`config.mk`:
```
export PLATFORM = sky130hd
export DESIGN_NAME = operand_word_packer
export DESIGN_NICKNAME = d
export VERILOG_FILES = /design/src/rtl/opw_pkg.sv /design/src/rtl/opw_size_check.sv /design/src/rtl/opw_byte_buf.sv /design/src/rtl/operand_word_packer.sv
export SDC_FILE = /design/constraint.sdc
export NUM_CORES = 1
export LEC_CHECK = 0
export BUFFER_PORTS_ARGS = -buffer_cell sky130_fd_sc_hd__buf_2
export CORE_MARGIN = 5
export CORE_UTILIZATION = 40
export CTS_BUF_LIST = sky130_fd_sc_hd__clkbuf_8 sky130_fd_sc_hd__clkbuf_16
export DETAILED_ROUTE_END_ITERATION = 10
export GPL_TIMING_DRIVEN = 0
export SLEW_MARGIN = 20
export SYNTH_ARGS = -nofsm -noshare
export SYNTH_HDL_FRONTEND = slang
export SYNTH_HIERARCHICAL = 1
export SYNTH_SLANG_ARGS = --single-unit
```
`constraint.sdc`:
```
create_clock -name clk -period 3.1 [get_ports clk]
set_clock_uncertainty 0.05 [all_clocks]
set_input_delay 0.62 -clock clk [delete_from_list [all_inputs] [get_ports clk]]
set_output_delay 0.62 -clock clk [all_outputs]
set_load 0.05 [all_outputs]
```
`src/rtl/opw_pkg.sv`:
```
package opw_pkg;

  typedef enum logic [1:0] {
    ST_IDLE = 2'd0,
    ST_FILL = 2'd1,
    ST_EMIT = 2'd2,
    ST_FIN  = 2'd3
  } opw_state_e;

endpackage

```
`src/rtl/opw_size_check.sv`:
```
module opw_size_check #(
  parameter int MAX_WORDS  = 11,
  parameter int WORD_BYTES = 8,
  parameter int BCNT_W     = 7,
  parameter int WCNT_W     = 4
) (
  input  logic [BCNT_W-1:0] byte_cnt_i,
  input  logic [WCNT_W-1:0] word_cnt_i,
  output logic              size_ok_o
);

  logic [31:0] need_words;
  logic [31:0] req_words;

  always_comb begin
    need_words = (32'(byte_cnt_i) + 32'(WORD_BYTES - 1)) / 32'(WORD_BYTES) + 32'd1;
    req_words  = 32'(word_cnt_i);
    size_ok_o  = (req_words >= need_words) && (req_words <= 32'(MAX_WORDS));
  end

endmodule

```
`src/rtl/opw_byte_buf.sv`:
```
module opw_byte_buf #(
  parameter int DATA_WORDS = 10,
  parameter int WORD_W     = 64,
  parameter int BYTE_W     = 8,
  parameter int IDX_W      = 4,
  localparam int BUF_W     = DATA_WORDS * WORD_W
) (
  input  logic              clk,
  input  logic              rst_n,
  input  logic              clr_i,
  input  logic              shift_i,
  input  logic [BYTE_W-1:0] byte_i,
  input  logic [IDX_W-1:0]  rd_idx_i,
  output logic [WORD_W-1:0] rd_word_o
);

  logic [BUF_W-1:0] buf_q;
  logic [BUF_W-1:0] buf_d;
  logic             buf_en;

  // Newest byte always enters at the bottom, so the stream's final byte
  // lands in the least significant position without any index arithmetic.
  always_comb begin
    buf_en = clr_i | shift_i;
    if (clr_i) begin
      buf_d = '0;
    end else begin
      buf_d = {buf_q[BUF_W-BYTE_W-1:0], byte_i};
    end
  end

  always_ff @(posedge clk or negedge rst_n) begin
    if (!rst_n) begin
      buf_q <= '0;
    end else if (buf_en) begin
      buf_q <= buf_d;
    end
  end

  // Word indices beyond the buffer read as zero (the trailing word).
  always_comb begin
    rd_word_o = '0;
    for (int i = 0; i < DATA_WORDS; i++) begin
      if (rd_idx_i == IDX_W'(i)) begin
        rd_word_o = buf_q[i*WORD_W +: WORD_W];
      end
    end
  end

endmodule

```
`src/rtl/operand_word_packer.sv`:
```
module operand_word_packer #(
  parameter int  MAX_WORDS   = 11,
  parameter int  ADDR_W      = 16,
  localparam int BYTE_W      = 8,
  localparam int WORD_BYTES  = 8,
  localparam int WORD_W      = BYTE_W * WORD_BYTES,
  localparam int DATA_WORDS  = MAX_WORDS - 1,
  localparam int DATA_BYTES  = DATA_WORDS * WORD_BYTES,
  localparam int BCNT_W      = $clog2(DATA_BYTES + 1),
  localparam int WCNT_W      = $clog2(MAX_WORDS + 1),
  localparam int STEP_SH     = $clog2(WORD_BYTES)
) (
  input  logic              clk,
  input  logic              rst_n,
  input  logic              start_i,
  input  logic [BCNT_W-1:0] byte_cnt_i,
  input  logic [WCNT_W-1:0] word_cnt_i,
  input  logic [ADDR_W-1:0] base_addr_i,
  input  logic              in_valid_i,
  input  logic [BYTE_W-1:0] in_data_i,
  input  logic              in_last_i,
  output logic              in_ready_o,
  output logic              wr_en_o,
  output logic [ADDR_W-1:0] wr_addr_o,
  output logic [WORD_W-1:0] wr_data_o,
  output logic              done_o,
  output logic              err_o
);

  import opw_pkg::*;

  opw_state_e        state_q, state_d;
  logic [BCNT_W-1:0] bcnt_q, bcnt_d;
  logic [BCNT_W-1:0] rcv_q, rcv_d;
  logic [WCNT_W-1:0] wcnt_q, wcnt_d;
  logic [WCNT_W-1:0] idx_q, idx_d;
  logic [ADDR_W-1:0] base_q, base_d;
  logic              err_q, err_d;

  logic              size_ok;
  logic              buf_clr;
  logic              buf_shift;
  logic [BCNT_W-1:0] rcv_inc;
  logic              rcv_full;
  logic              cfg_en;

  opw_size_check #(
    .MAX_WORDS (MAX_WORDS),
    .WORD_BYTES(WORD_BYTES),
    .BCNT_W    (BCNT_W),
    .WCNT_W    (WCNT_W)
  ) u_size (
    .byte_cnt_i(byte_cnt_i),
    .word_cnt_i(word_cnt_i),
    .size_ok_o (size_ok)
  );

  opw_byte_buf #(
    .DATA_WORDS(DATA_WORDS),
    .WORD_W    (WORD_W),
    .BYTE_W    (BYTE_W),
    .IDX_W     (WCNT_W)
  ) u_buf (
    .clk      (clk),
    .rst_n    (rst_n),
    .clr_i    (buf_clr),
    .shift_i  (buf_shift),
    .byte_i   (in_data_i),
    .rd_idx_i (idx_q),
    .rd_word_o(wr_data_o)
  );

  always_comb begin
    state_d   = state_q;
    bcnt_d    = bcnt_q;
    rcv_d     = rcv_q;
    wcnt_d    = wcnt_q;
    idx_d     = idx_q;
    base_d    = base_q;
    err_d     = err_q;
    buf_clr   = 1'b0;
    buf_shift = 1'b0;
    cfg_en    = 1'b0;
    rcv_inc   = rcv_q + 1'b1;
    rcv_full  = (rcv_inc == bcnt_q);

    unique case (state_q)
      ST_IDLE: begin
        if (start_i) begin
          cfg_en  = 1'b1;
          bcnt_d  = byte_cnt_i;
          wcnt_d  = word_cnt_i;
          base_d  = base_addr_i;
          rcv_d   = '0;
          idx_d   = '0;
          err_d   = 1'b0;
          buf_clr = 1'b1;
          if (!size_ok) begin
            err_d   = 1'b1;
            state_d = ST_FIN;
          end else if (byte_cnt_i == '0) begin
            state_d = ST_EMIT;
          end else begin
            state_d = ST_FILL;
          end
        end
      end
      ST_FILL: begin
        if (in_valid_i) begin
          buf_shift = 1'b1;
          rcv_d     = rcv_inc;
          if (in_last_i && rcv_full) begin
            state_d = ST_EMIT;
          end else if (in_last_i || rcv_full) begin
            err_d   = 1'b1;
            state_d = ST_FIN;
          end
        end
      end
      ST_EMIT: begin
        idx_d = idx_q + 1'b1;
        if (idx_q == wcnt_q - 1'b1) begin
          state_d = ST_FIN;
        end
      end
      default: begin
        state_d = ST_IDLE;
      end
    endcase
  end

  always_ff @(posedge clk or negedge rst_n) begin
    if (!rst_n) begin
      state_q <= ST_IDLE;
      rcv_q   <= '0;
      idx_q   <= '0;
      err_q   <= 1'b0;
    end else begin
      state_q <= state_d;
      rcv_q   <= rcv_d;
      idx_q   <= idx_d;
      err_q   <= err_d;
    end
  end

  always_ff @(posedge clk or negedge rst_n) begin
    if (!rst_n) begin
      bcnt_q <= '0;
      wcnt_q <= '0;
      base_q <= '0;
    end else if (cfg_en) begin
      bcnt_q <= bcnt_d;
      wcnt_q <= wcnt_d;
      base_q <= base_d;
    end
  end

  always_comb begin
    in_ready_o = (state_q == ST_FILL);
    wr_en_o    = (state_q == ST_EMIT);
    done_o     = (state_q == ST_FIN);
    err_o      = err_q;
    wr_addr_o  = base_q + (ADDR_W'(idx_q) << STEP_SH);
  end

endmodule

```
==> results of run 1 <==
==> per-layer routing <==
layer,vias up,global-route usage,routed length (µm)
met5,-,0,0
met4,0,0.09589,4557
met3,175,0.05997,10660
met2,1010,0.3460,47600
met1,12800,0.3819,53580
li1,11170,-,-
==> path summary, 6_finish.rpt <==
kind,startpoint,slack (ns),to
min in group asynchronous,rst_n,0.45,u_buf/buf_q[212]
max in group asynchronous,rst_n,0.59,base_q[14]
max reg2reg,state_q[0],0.22,u_buf/buf_q[273]
min,base_addr_i[13],0.16,base_q[13]
min reg2reg,base_q[2],0.46,base_q[2]
max,idx_q[0],-0.72,wr_data_o[62]
==> flip-flops by register name (all words and copies together) (netlist names) <==
| name | count |
|---|---|
| u_buf/buf_q | 640 |
| state_q | 2 |
| wcnt_q | 4 |
| idx_q | 4 |
| base_q | 16 |
| rcv_q | 7 |
| bcnt_q | 7 |
| err_o | 1 |
==> cell type report <==
type | count | area share
antenna | 1 | 0.00006167
inverter | 17 | 0.001573
timing repair buffer | 177 | 0.04641
clock inverter | 43 | 0.009529
sequential | 681 | 0.4201
clock buffer | 98 | 0.05544
multi-input combinational | 2075 | 0.3975
tap | 1134 | 0.03497
buffer | 246 | 0.03438
==> cell families after synthesis <==
group | after synthesis
mux | 923
simple gates | 794
flops | 681
compound gates | 308
buf+inv | 265
xor+xnor | 33
fa+ha+maj | 17
==> where the power goes <==
part	switching, mW	internal (mW)
Sequential	0.502	9.30
Clock	3.92	5.56
Combinational	7.14	4.61
Total	11.6	19.5
==> worst max-delay path: stages, from the launching register on <==
cell	delay, ns
dfrtp_2	0.42
buf_12	0.16
buf_12	0.15
buf_12	0.14
mux2_4	0.32
a222oi_1	0.90
o21ai_2	0.21
buf_6	0.22
==> Yosys cell counts, types with 3 or more instances <==
cell        n  share of area
o21ai_1    59         0.0087
mux2i_1   770           0.23
a21oi_1    12         0.0018
or2_2      62          0.011
inv_1      16         0.0018
nor2_1    651          0.072
nand3b_1    3        0.00066
ha_1       16         0.0059
a222oi_1   64          0.019
and3_1      3        0.00055
nand3_1     8         0.0012
buf_6      14         0.0046
mux2_4     21         0.0093
nor3_1     13         0.0019
buf_2      82          0.012
o31ai_1    64          0.014
xor2_1     10         0.0026
dfrtp_1   681           0.50
buf_4      17         0.0038
o22a_1     64          0.017
clkbuf_1  133          0.015
nand2_1    28         0.0031
xnor2_1    23         0.0059
mux2_2    130          0.043
nand4_1     6         0.0011
o21ai_0    25         0.0037
nor3b_1     4        0.00088
nor2b_1     3        0.00055
==> what timing repair did <==
item	4_1_cts	5_1_grt
hold endpoints to repair	38	0
resized for setup	318	103
cloned	5	0
endpoints found under the setup margin	602	671
setup buffers	26	18
hold buffers	1	0
pin swaps	123	59
==> impl_metrics.ini, run 1 <==
[setup_path]
critPathRequiredTime_ns = 2.43
cp-start-kind = flip-flop
worstSetupEndpointType = primary output
cp.arrival_ns = 3.15
path_class = flip-flop to primary output
r2r_cells = 8
critPathMaxFanout = 7

[layout]
utilization = 0.4833
mostFrequentLayoutCells = mux2i_1 (764), dfrtp_1 (677), nor2_1 (649)
fin_nets = 3334
multi_input_area_um2 = 16130
final_cell_area_um2 = 40580
fillers = 7718
seqCellArea_um2 = 17050
instances_no_fill = 4472
drive_gt1_frac = 0.2310
final_common_cell = mux2i_1
area_growth_pct = 19.46

[floorplan]
dieArea_um2 = 90840
dieHeight_um = 301.4
start_util = 0.4046
die_w_um = 301.4
core_area_um2 = 83950
rows = 106
ios = 124

[global_route]
grt_pass1_wl_um = 169700
grt_max_degree = 96
grt-ovfl-total = 0
grt_pass1_vias = 24460
antenna_found_initial = 2
grtUsageTotal = 0.2517

[run_status]
violations = setup timing
status = complete, but fails checks

[timing]
fin_ws_ns = -0.7212
max-slew-margin-rel = 0.3197
tightest_slew_ns = 1.020
maxSlewViolCount = 0
tns_ns = -34.58
holdWs_ns = 0.1643
rsz0062_at_grt = true
fmax_mhz = 261.7
fin_crit_ns = 3.821
hold_viol = 0
setup_violations = 72
finalCritPeriodShare = 1.233

[pwr]
power_density_nw_per_um2 = 764.8
leakage_nw = 18.87
fin_total_pwr_mw = 31.03
irDropWorstVdd_v = 0.0009444

[yosys]
synthAdderAreaFrac = 0.006483
yosysWarnings = 6
yosysUniqueCellTypes = 57
synth_ff_type = dfrtp_1
yosys.area_share.xor_xnor = 0.008510
netlist_area_um2 = 33970
syn_inst = 3021
synthMuxAreaShare = 0.2800
synth_nets = 3078
synth_top_family_by_area = multiplexers
yosys.area_share.simple = 0.09663
synth_seq_area_share = 0.5017
ys_ff_latch = 681
async_flop_share = 1.000
syn_area_per_cell_um2 = 11.24
synth-edff-count = 0
synth_compound_area_frac = 0.06940

[clock_network]
clk_latency_ns = 0.64
cts_buffers = 79
clock-sinks = 681
cts.clk_slew.worst_paths_ns = 0.05
clock-root-buffer = clkbuf_16
cts_max_level = 3
tritoncts = yes
clockBufferDepth = 3

[detailed_routing]
ant_nets = 0
drc = 0
routed_wl_um = 116400
dr.pass1.iters = 7
via_per_inst = 5.625
vias = 25160
drt_iter0_drc = 2751
routedWlPerCell_um = 26.03

[place]
postPlaceCellArea_um2 = 36250
pre_cts_slack_ns = -0.5164
place_inst = 4285
dp_hpwl_um = 86740
globalplace.congestion = 0.9276
io_buffers = 122

[job]
maxCapViolations = 0

[hold_path]
min_path_type = input port to flip-flop
whs_path_depth = 2
(Power assumes the default switching activity.)
==> inputs of run 2 (changes only) <==
--- a/config.mk
+++ b/config.mk
@@ -8,7 +8,7 @@
 export BUFFER_PORTS_ARGS = -buffer_cell sky130_fd_sc_hd__buf_2
 export CORE_MARGIN = 5
 export CORE_UTILIZATION = 40
-export CTS_BUF_LIST = sky130_fd_sc_hd__clkbuf_8 sky130_fd_sc_hd__clkbuf_16
+export CTS_BUF_LIST = sky130_fd_sc_hd__clkbuf_4 sky130_fd_sc_hd__clkbuf_8
 export DETAILED_ROUTE_END_ITERATION = 10
 export GPL_TIMING_DRIVEN = 0
 export SLEW_MARGIN = 20
==> run 2 against run 1 <==
  * The run still ends with setup timing left
  * Final area fell by 0.34%
  * Sequential power barely moved
  * Routed wire length rose by 0.51%
  * Utilization fell by 0.16 points
  * Combinational power barely moved
  * Sequential cell count did not move
  * First-iteration DRC count rose by 5.6%
  * Worst hold slack got worse by 0.10 ns
  * Final cell count rose by 1.5%
  * Clock-buffer cell count rose by 93
  * Power fell by 2.3%
  * Die area did not move
  * Critical path type unchanged
  * Critical endpoint is now wr_data_o[47]
  * Largest cell class unchanged
  * Highest routed layer unchanged
==> impl_metrics.ini, run 2 (synthesis results as in run 1) <==
[run_status]
status = complete, but fails checks
violations = setup timing

[timing]
finalCritPeriodShare = 1.252
setup_violations = 73
tightest_slew_ns = 0.9721
maxSlewViolCount = 0
rsz0062_at_grt = true
hold_viol = 0
fmax_mhz = 257.6
max-slew-margin-rel = 0.3519
fin_ws_ns = -0.7827
fin_crit_ns = 3.883

[layout]
top_register = u_buf/buf_q
fin_nets = 3372
area_growth_pct = 19.06
utilization = 0.4817
instances_no_fill = 4538
drive_gt1_frac = 0.2451
mostFrequentLayoutCells = mux2i_1 (768), dfrtp_1 (677), nor2_1 (649)
final_common_cell = mux2i_1
reg_top3 = u_buf/buf_q: 640 flops, base_q: 16 flops
largest_reg_flops = 640

[global_route]
grt-ovfl-total = 0
grt_pass1_vias = 24830
antenna_found_initial = 3
grt_pass1_wl_um = 170400
grtUsageTotal = 0.2522
grt_max_degree = 96

[pwr]
power_density_nw_per_um2 = 750.1
fin_total_pwr_mw = 30.33
irDropWorstVdd_v = 0.001023
leakage_nw = 18.83

[detailed_routing]
drt_iter0_drc = 2904
routedWlPerCell_um = 25.78
vias = 25400
via_per_inst = 5.596
ant_nets = 0
dr.pass1.iters = 9
routed_wl_um = 117000
drc = 0

[place]
place_inst = 4285
io_buffers = 122
dp_hpwl_um = 86740
globalplace.congestion = 0.9276

[setup_path]
critPathRequiredTime_ns = 2.43
path_class = flip-flop to primary output
worstSetupStartpoint = idx_q[0]
r2r_start = state_q[1]
critPathMaxFanout = 8
cp.arrival_ns = 3.21
worstSetupEndpointType = primary output
cp-start-kind = flip-flop

[floorplan]
dieArea_um2 = 90840
ios = 124
die_w_um = 301.4
core_area_um2 = 83950
start_util = 0.4046
rows = 106
dieHeight_um = 301.4

[job]
maxCapViolations = 0

[clock_network]
clock-root-buffer = clkbuf_8
clock-sinks = 681
clockBufferDepth = 3
tritoncts = yes
clk_latency_ns = 0.77
cts_buffers = 118
cts_max_level = 3
cts.clk_slew.worst_paths_ns = 0.06

[hold_path]
min_path_type = input port to flip-flop
worstHoldStart = word_cnt_i[1]
==> run 2: changes by cell type in the layout (fill, tap and decap cells not counted), sizes merged <==
cell and delta:
clkinv -15, inv -11, bufinv -3, dlygate4sd3 +11, buf -16, clkinvlp +3, clkbuf +97
==> run 2: critical path: stages (launching register included) <==
cell	delay (ns)
dfrtp_2	0.42
buf_12	0.15
buf_4	0.14
buf_12	0.16
buf_12	0.15
mux2_4	0.33
a222oi_1	0.65
o21ai_1	0.26
buf_6	0.21
==> run 2: repair_timing <==
| item | 4_1_cts | 5_1_grt |
|---|---|---|
| hold buffers | 12 | 0 |
| cloned | 4 | 0 |
| pin swaps | 141 | 65 |
| buffers inserted | 17 | 12 |
| hold endpoints to repair | 49 | 0 |
| setup endpoints to repair | 630 | 460 |
| gates resized for setup | 308 | 70 |
==> run 2: layer usage <==
layer,global-route usage,vias to the layer above,wire length (µm)
met1,0.3796,12880,53700
met4,0.09589,0,4823
met2,0.3488,1047,47620
met3,0.06220,206,10850
li1,-,11260,-
met5,0,-,0
==> run 2: path summary, 6_finish.rpt <==
check | end | slack (ns) | cells after the start
min in group asynchronous | u_buf/buf_q[76] | 0.32 | 2
worst max-delay path | wr_data_o[47] | -0.78 | 8
worst min-delay path | wcnt_q[1] | 0.06 | 3
max in group asynchronous | u_buf/buf_q[430] | 0.67 | 6
worst max register to register | u_buf/buf_q[247] | 0.18 | 9
worst min register to register | base_q[6] | 0.47 | 1
==> run 2: where the power goes <==
| part | switching (mW) | leakage, nW | internal (mW) |
|---|---|---|---|
| Clock | 3.88 | 1.36 | 5.04 |
| Combinational | 7.11 | 8.04 | 4.49 |
| Sequential | 0.511 | 9.43 | 9.30 |
| Total | 11.5 | 18.8 | 18.8 |
==> run 2: through the flow <==
step / setup WS, ns / hold slack (ns) / setup TNS, ns / area (µm²)
2_1_floorplan: 0.00007305 / 0.2744 / 0 / 33990
3_3_place_gp: -13.71 / 0.4426 / -9615.24 / 36020
3_5_place_dp: -0.5164 / 0.4494 / -49.94 / 36250
4_1_cts: -0.7987 / 0.006268 / -44.31 / 40160
5_1_grt: -0.8123 / 0.04150 / -45.47 / 40440
6_report: -0.7827 / 0.06467 / -41.83 / 40440
==> run 2: final cells by class <==
class | count | area (µm²)
buffer | 248 | 1433
fill | 7771 | 43510
inverter | 17 | 63.81
timing repair buffer | 174 | 1814
antenna | 1 | 2.502
clock buffer | 191 | 2404
tap | 1134 | 1419
multi-input combinational | 2075 | 16090
sequential | 681 | 17050
clock inverter | 17 | 167.7
